[src/rtl/tas_pkg.sv]
package tas_pkg;
    typedef enum logic [2:0] {
        ST_IDLE,
        ST_CHECK,
        ST_ALIGN,
        ST_WAIT,
        ST_RUN,
        ST_FAULT
    } tas_state_e;
endpackage

[src/rtl/tas_slot_clock.sv]
module tas_slot_clock #(
    parameter int TIME_W  = 48,
    parameter int SLOT_NS = 200
) (
    input  logic              clk,
    input  logic              rst_n,
    input  logic [TIME_W-1:0] now_ns,
    output logic [TIME_W-1:0] now_slot
);
    // Registered conversion of the nanosecond time into slot units.
    always_ff @(posedge clk or negedge rst_n) begin
        if (!rst_n) now_slot <= '0;
        else        now_slot <= now_ns / TIME_W'(SLOT_NS);
    end
endmodule

[src/rtl/tas_gcl_table.sv]
module tas_gcl_table #(
    parameter int NUM_TC  = 8,
    parameter int DEPTH   = 16,
    parameter int IDX_W   = 4,
    parameter int INTV_W  = 32,
    parameter int SLOT_NS = 200
) (
    input  logic              clk,
    input  logic              rst_n,
    input  logic              wr_allow,
    input  logic              ent_we,
    input  logic [IDX_W-1:0]  ent_idx,
    input  logic [NUM_TC-1:0] ent_mask,
    input  logic [INTV_W-1:0] ent_intv_ns,
    input  logic              cnt_we,
    input  logic [IDX_W:0]    cnt_val,
    input  logic [IDX_W-1:0]  rd_idx,
    output logic [NUM_TC-1:0] rd_mask,
    output logic [INTV_W-1:0] rd_slots,
    output logic [IDX_W:0]    len
);
    logic [NUM_TC-1:0] mask_q  [DEPTH];
    logic [INTV_W-1:0] slots_q [DEPTH];
    logic [INTV_W-1:0] wr_slots;

    // Durations are stored already quantized to whole slots.
    assign wr_slots = ent_intv_ns / INTV_W'(SLOT_NS);

    for (genvar g = 0; g < DEPTH; g++) begin : g_entry
        always_ff @(posedge clk or negedge rst_n) begin
            if (!rst_n) begin
                mask_q[g]  <= '1;
                slots_q[g] <= '0;
            end else if (wr_allow && ent_we && ent_idx == IDX_W'(g)) begin
                mask_q[g]  <= ent_mask;
                slots_q[g] <= wr_slots;
            end
        end
    end

    always_ff @(posedge clk or negedge rst_n) begin
        if (!rst_n)                 len <= '0;
        else if (wr_allow && cnt_we) len <= cnt_val;
    end

    assign rd_mask  = mask_q[rd_idx];
    assign rd_slots = slots_q[rd_idx];

    // the count cannot move while writes are locked
    assert_locked_len_R7: assert property (@(posedge clk) disable iff (!rst_n)
        !wr_allow |=> $stable(len));
endmodule

[src/rtl/tas_gate_fsm.sv]
module tas_gate_fsm
    import tas_pkg::*;
#(
    parameter int NUM_TC  = 8,
    parameter int DEPTH   = 16,
    parameter int IDX_W   = 4,
    parameter int INTV_W  = 32,
    parameter int TIME_W  = 48,
    parameter int SLOT_NS = 200
) (
    input  logic              clk,
    input  logic              rst_n,
    input  logic              enable,
    input  logic [TIME_W-1:0] now_slot,
    input  logic [TIME_W-1:0] base_ns,
    input  logic [NUM_TC-1:0] rd_mask,
    input  logic [INTV_W-1:0] rd_slots,
    input  logic [IDX_W:0]    len,
    output logic [IDX_W-1:0]  rd_idx,
    output logic              idle,
    output logic [NUM_TC-1:0] gate_open,
    output logic              gate_evt,
    output logic [TIME_W-1:0] evt_slot,
    output logic              cfg_err
);
    localparam int LEN_W = IDX_W + 1;
    localparam logic [NUM_TC-1:0] ALL_OPEN = '1;

    tas_state_e        st_q, st_d;
    logic [IDX_W-1:0]  scan_q, cur_q, last_idx, nxt_idx;
    logic [TIME_W-1:0] cycle_q, deadline_q, base_slot, step;
    logic [NUM_TC-1:0] gate_q;
    logic              evt_q, len_ok, fire;
    logic [TIME_W-1:0] evt_slot_q;

    assign base_slot = base_ns / TIME_W'(SLOT_NS);
    assign step      = TIME_W'(rd_slots);
    assign len_ok    = (len != '0) && (len <= LEN_W'(DEPTH));
    assign last_idx  = IDX_W'(len - LEN_W'(1));
    assign nxt_idx   = (cur_q == last_idx) ? '0 : cur_q + IDX_W'(1);
    assign fire      = now_slot >= deadline_q;

    always_comb begin
        unique case (st_q)
            ST_CHECK: rd_idx = scan_q;
            ST_WAIT:  rd_idx = '0;
            default:  rd_idx = nxt_idx;
        endcase
    end

    // State register
    always_ff @(posedge clk or negedge rst_n) begin
        if (!rst_n) st_q <= ST_IDLE;
        else        st_q <= st_d;
    end

    always_comb begin
        st_d = st_q;
        unique case (st_q)
            ST_IDLE:  if (enable) st_d = len_ok ? ST_CHECK : ST_FAULT;
            ST_CHECK: if (!enable)              st_d = ST_IDLE;
                      else if (rd_slots == '0)  st_d = ST_FAULT;
                      else if (scan_q == last_idx) st_d = ST_ALIGN;
            ST_ALIGN: if (!enable)              st_d = ST_IDLE;
                      else if (deadline_q >= now_slot) st_d = ST_WAIT;
            ST_WAIT:  if (!enable)              st_d = ST_IDLE;
                      else if (fire)            st_d = ST_RUN;
            ST_RUN:   if (!enable)              st_d = ST_IDLE;
            ST_FAULT: if (!enable)              st_d = ST_IDLE;
            default:  st_d = ST_IDLE;
        endcase
    end

    // Datapath and outputs
    always_ff @(posedge clk or negedge rst_n) begin
        if (!rst_n) begin
            scan_q     <= '0;
            cur_q      <= '0;
            cycle_q    <= '0;
            deadline_q <= '0;
            gate_q     <= ALL_OPEN;
            evt_q      <= 1'b0;
            evt_slot_q <= '0;
        end else begin
            evt_q <= 1'b0;
            unique case (st_q)
                ST_IDLE: begin
                    scan_q     <= '0;
                    cycle_q    <= '0;
                    deadline_q <= base_slot;
                    gate_q     <= ALL_OPEN;
                end
                ST_CHECK: begin
                    cycle_q <= cycle_q + step;
                    scan_q  <= scan_q + IDX_W'(1);
                end
                ST_ALIGN: begin
                    if (deadline_q < now_slot) deadline_q <= deadline_q + cycle_q;
                end
                ST_WAIT, ST_RUN: begin
                    if (fire && enable) begin
                        cur_q      <= rd_idx;
                        gate_q     <= rd_mask;
                        evt_q      <= 1'b1;
                        evt_slot_q <= deadline_q;
                        deadline_q <= deadline_q + step;
                    end
                end
                ST_FAULT: gate_q <= ALL_OPEN;
                default:  gate_q <= ALL_OPEN;
            endcase
            if (!enable) gate_q <= ALL_OPEN;
        end
    end

    assign idle      = (st_q == ST_IDLE);
    assign gate_open = gate_q;
    assign gate_evt  = evt_q;
    assign evt_slot  = evt_slot_q;
    assign cfg_err   = (st_q == ST_FAULT);

    // Support state for the slot-ordering check
    logic              prev_ok_q;
    logic [TIME_W-1:0] prev_slot_q;
    always_ff @(posedge clk or negedge rst_n) begin
        if (!rst_n) begin
            prev_ok_q   <= 1'b0;
            prev_slot_q <= '0;
        end else if (st_q == ST_IDLE) begin
            prev_ok_q <= 1'b0;
        end else if (evt_q) begin
            prev_ok_q   <= 1'b1;
            prev_slot_q <= evt_slot_q;
        end
    end

    assert_slot_rising_R6: assert property (@(posedge clk) disable iff (!rst_n)
        (gate_evt && prev_ok_q) |-> (evt_slot > prev_slot_q));
    assert_evt_not_early_R4: assert property (@(posedge clk) disable iff (!rst_n)
        gate_evt |-> (now_slot >= evt_slot));
    assert_evt_from_active_R6: assert property (@(posedge clk) disable iff (!rst_n)
        gate_evt |-> ($past(st_q) == ST_WAIT || $past(st_q) == ST_RUN));
    assert_fault_open_R8: assert property (@(posedge clk) disable iff (!rst_n)
        cfg_err |-> (gate_open == ALL_OPEN && !gate_evt));
    assert_disable_open_R9: assert property (@(posedge clk) disable iff (!rst_n)
        !enable |=> (gate_open == ALL_OPEN && !gate_evt));
endmodule

[src/rtl/tas_gate_sched.sv]
module tas_gate_sched #(
    parameter int NUM_TC  = 8,
    parameter int DEPTH   = 16,
    parameter int IDX_W   = 4,
    parameter int INTV_W  = 32,
    parameter int TIME_W  = 48,
    parameter int SLOT_NS = 200
) (
    input  logic              clk,
    input  logic              rst_n,
    input  logic              enable,
    input  logic [TIME_W-1:0] now_ns,
    input  logic [TIME_W-1:0] base_ns,
    input  logic              ent_we,
    input  logic [IDX_W-1:0]  ent_idx,
    input  logic [NUM_TC-1:0] ent_mask,
    input  logic [INTV_W-1:0] ent_intv_ns,
    input  logic              cnt_we,
    input  logic [IDX_W:0]    cnt_val,
    output logic [NUM_TC-1:0] gate_open,
    output logic              gate_evt,
    output logic [TIME_W-1:0] evt_slot,
    output logic              cfg_err
);
    logic [TIME_W-1:0] now_slot;
    logic [IDX_W-1:0]  rd_idx;
    logic [NUM_TC-1:0] rd_mask;
    logic [INTV_W-1:0] rd_slots;
    logic [IDX_W:0]    len;
    logic              idle, wr_allow;

    assign wr_allow = idle && !enable;

    tas_slot_clock #(.TIME_W(TIME_W), .SLOT_NS(SLOT_NS)) u_clk (
        .clk(clk), .rst_n(rst_n), .now_ns(now_ns), .now_slot(now_slot)
    );

    tas_gcl_table #(.NUM_TC(NUM_TC), .DEPTH(DEPTH), .IDX_W(IDX_W),
                    .INTV_W(INTV_W), .SLOT_NS(SLOT_NS)) u_tbl (
        .clk(clk), .rst_n(rst_n), .wr_allow(wr_allow),
        .ent_we(ent_we), .ent_idx(ent_idx), .ent_mask(ent_mask),
        .ent_intv_ns(ent_intv_ns), .cnt_we(cnt_we), .cnt_val(cnt_val),
        .rd_idx(rd_idx), .rd_mask(rd_mask), .rd_slots(rd_slots), .len(len)
    );

    tas_gate_fsm #(.NUM_TC(NUM_TC), .DEPTH(DEPTH), .IDX_W(IDX_W),
                   .INTV_W(INTV_W), .TIME_W(TIME_W), .SLOT_NS(SLOT_NS)) u_fsm (
        .clk(clk), .rst_n(rst_n), .enable(enable), .now_slot(now_slot),
        .base_ns(base_ns), .rd_mask(rd_mask), .rd_slots(rd_slots), .len(len),
        .rd_idx(rd_idx), .idle(idle), .gate_open(gate_open),
        .gate_evt(gate_evt), .evt_slot(evt_slot), .cfg_err(cfg_err)
    );
endmodule

[config.mk]
export PLATFORM = sky130hd
export DESIGN_NAME = tas_gate_sched
export DESIGN_NICKNAME = d
export VERILOG_FILES = /design/src/rtl/tas_pkg.sv /design/src/rtl/tas_slot_clock.sv /design/src/rtl/tas_gcl_table.sv /design/src/rtl/tas_gate_fsm.sv /design/src/rtl/tas_gate_sched.sv
export SDC_FILE = /design/constraint.sdc
export NUM_CORES = 2
export LEC_CHECK = 0
export ABC_AREA = 1
export ABC_CLOCK_PERIOD_IN_PS = 10260
export BUFFER_PORTS_ARGS = -buffer_cell sky130_fd_sc_hd__buf_4
export CORE_UTILIZATION = 62
export DETAILED_ROUTE_END_ITERATION = 7
export GPL_TIMING_DRIVEN = 1
export PLACE_DENSITY = 0.8
export SETUP_SLACK_MARGIN = 0.15
export SLEW_MARGIN = 15
export SYNTH_ARGS = -nofsm -noshare
export SYNTH_HDL_FRONTEND = slang
export SYNTH_SLANG_ARGS = --single-unit
[constraint.sdc]
create_clock -name clk -period 10.26 [get_ports clk]
set_clock_uncertainty 0.15 [all_clocks]
set_input_delay 2.565 -clock clk [delete_from_list [all_inputs] [get_ports clk]]
set_output_delay 2.565 -clock clk [all_outputs]
set_load 0.01 [all_outputs]
==> metrics.md <==
| Metric | Value |
|---|---|
| Status | complete, but fails checks |
| Violated checks | DRC, setup timing |
| Most frequent cell on the critical path | nand2_4 |
| Number of global-route vias before repair | 54.9k |
| Routed WL | 185 mm |
| Relative slew margins | 5.99% |
| Gate Count Post-Synth | 7481 |
| Die area | 89400 sq um |
| IO Pins | 208 |
| Worst Path Required | 10.64 ns |
| Clock transition at path regs | 0.06 ns |
| RSZ-0062 raised after global routing | true |
| Fill cells | 4946 |
| Worst setup EP type | flip-flop |
| Drt first pass iters | 8 |
| Vias per std cell | 6.01 |
| Clock Tree Buf Depth | 3 |
| R2R setup slack | -0.05 ns |
| Antenna violations before repair | 4 |
| Largest net degree at the start of global routing | 161 |
| Startpoint class of the critical path | primary input |
| Final WS setup | -10.85 ns |
| Final net count | 8826 |
| PortBufs | 198 |
| Worst Max-Slew Pin Slew | 1.40 ns |
| Die H | 299 microns |
| Fin cells | 9779 |
| CTS sink cnt | 738 |
| Share of cells above drive strength 1 | 36.9% |
| GRT Total Usage | 36.5% |
| GP Congestion | 0.937 |
| CP peak stage delay | 0.23 ns |
| Setup violators final | 274 |
| Vias after detailed routing | 58.8k |
| Slowest-stage cell, CP | a21boi_4 |
| CTS tree | done |
| Post-Syn Nets | 7750 |
| WL per Instance | 19.0 microns |
| GRT overflow | 0 |
| Post-DP Area | 63700 sq um |
| Hold Path Class | reg2reg |
| Seq cells post-synth | 738 |
| Avg Inst Size Synth | 7.31 sq um |
| Period utilization | 206% |
| Htree depth | 3 |
| Most frequent cells in the layout | 1409 x nand2_1, 1206 x buf_4, 847 x inv_1 |
| Largest area contributor in the netlist | dfrtp_1 |
| Yosys warning total | 0 |
| Die Wd | 299 microns |
| Asr flop ratio synth | 100% |
| Period minus WS final | 21.11 ns |
| Num CTS Buffers | 79 |
| Final hold violation count | 0 |
| Clock Tree Root | clkbuf_16 |
| Sequential Area | 18600 sq um |
| Area growth from synthesis to layout | 32.0% |
| Fin area | 72200 sq um |
| Multi-input logic area | 35100 sq um |
| Placed cell count | 9318 |
| Commonest non-fill, non-tap cell in the layout | nand2_1 |
| ANT nets after route | 0 |
| Rows | 108 |
| CORE AREA | 87000 sq um |
| Mapped cell area | 54700 sq um |
| Ranking of synthesized cells by area | dfrtp_1 28%, nand2_1 11%, o21ai_0 7.0% |
| Clock latency on the worst-skew pair | 0.66 ns |
| Area fraction of the dominant cell type after synthesis | 27.6% |
| Crit path DAT | 21.49 ns |
| Max Cap Violations | 0 |
| Synth cell types | 82 |
| Detailed Route Iter0 Violations | 5734 |
| Post-DP HPWL | 110 mm |
| Top_reg_cell synth | dfrtp_1 |
| Post-synth EDFFs | 0 |
| Slew Limit Fails | 0 |
| Register area share after synthesis | 34.1% |
| Crit path kind | in2reg |
| FMAX | 47.4 MHz |
| DRC | 2 |
| Initial core utilization | 62.8% |
| Global-route wire length before repair | 270 mm |
| Crit-path max FO | 8 |
cell families after synthesis:
logic type                 synth area share [%]
adders and majority gates                  2.75
buffers and inverters                      9.66
xor gates and xnor gates                   1.57
muxes                                      1.93
and+or+nand+nor                            33.9
DFF                                        34.1
AOI/OAI and AO/OA                          16.1
per-stage QoR:
stage	setup WS, ns	utilization [%]	TNS [ns]	hold WS [ns]
detailed placement	-10.12	73.1	-1261.95	0.318
CTS	-9.12	79.8	-1037.39	0.334
floorplan	-8.11	-	-1048.30	0.298
global route	-11.80	82.9	-1554.14	0.351
global placement	-9.64	73.1	-1141.70	0.311
finish	-10.85	82.9	-1277.75	0.334
final timing paths:
kind / startpoint / to / cells after the start
setup / recovery: now_ns[44] / u_clk.now_slot[0] / 187
hold / removal: u_tbl.slots_q[344] / u_tbl.slots_q[344] / 2
setup reg to reg: u_tbl.len[0] / u_fsm.deadline_q[47] / 62
hold reg to reg: u_tbl.slots_q[344] / u_tbl.slots_q[344] / 2
max in group asynchronous: rst_n / u_tbl.slots_q[182] / 3
min in group asynchronous: rst_n / u_fsm.gate_evt / 1
registers in the layout (all words and copies together) (netlist names):
register	flops
u_tbl.slots_q	400
u_tbl.mask_q	128
u_fsm.cycle_q	48
u_fsm.deadline_q	48
u_fsm.evt_slot	48
u_clk.now_slot	41
u_fsm.gate_open	8
u_tbl.len	5
u_fsm.cur_q	4
u_fsm.scan_q	4
u_fsm.st_q	3
u_fsm.gate_evt	1
layout make-up:
class	instances	area share, %
Clock buffer	111	3.18
Tap cell	1155	2.00
Antenna cell	3	0.0104
Multi-Input combinational cell	5418	48.7
Inverter	1043	5.68
Sequential cell	738	25.8
Timing Repair Buffer	1277	13.9
Clock inverter	34	0.721
synthesized netlist by cell type, drive strengths merged (17+ instances only):
| cell | n |
|---|---|
| nand2 | 2213 |
| inv | 1015 |
| o21ai | 865 |
| dfrtp | 602 |
| nor2 | 593 |
| nand3 | 514 |
| a21oi | 364 |
| clkbuf | 214 |
| nand4 | 145 |
| dfstp | 136 |
| ha | 117 |
| a31oi | 100 |
| mux2 | 92 |
| o211ai | 89 |
| xor2 | 70 |
| buf | 62 |
| o22ai | 31 |
| nor3 | 28 |
| o311ai | 27 |
| xnor2 | 27 |
| clkinv | 21 |
| o221ai | 20 |
| nor4 | 17 |
critical path: cells and delay by family:
kind	cells	cell delay (ns)
AO/OA/AOI/OAI	6	0.82
buffers and inverters	14	1.74
AND/OR/NAND/NOR	167	16.30
per-layer routing:
layer,routed length [microns],vias to the layer above,global-route usage [%]
met5,0,-,0
met4,10700,0,15.7
met3,17100,923,4.78
met2,88500,3363,61.8
met1,69100,27800,46.7
li1,-,26700,-
repair_timing:
action,4_1_cts,5_1_grt
resized for setup,321,462
gates cloned,2,0
pin swaps,137,262
setup endpoints to repair,265,306
hold buffers,0,0
buffers inserted,203,108
Power is not shown: default switching activity piles up to over one toggle a cycle in this logic, so the estimate is an artifact.
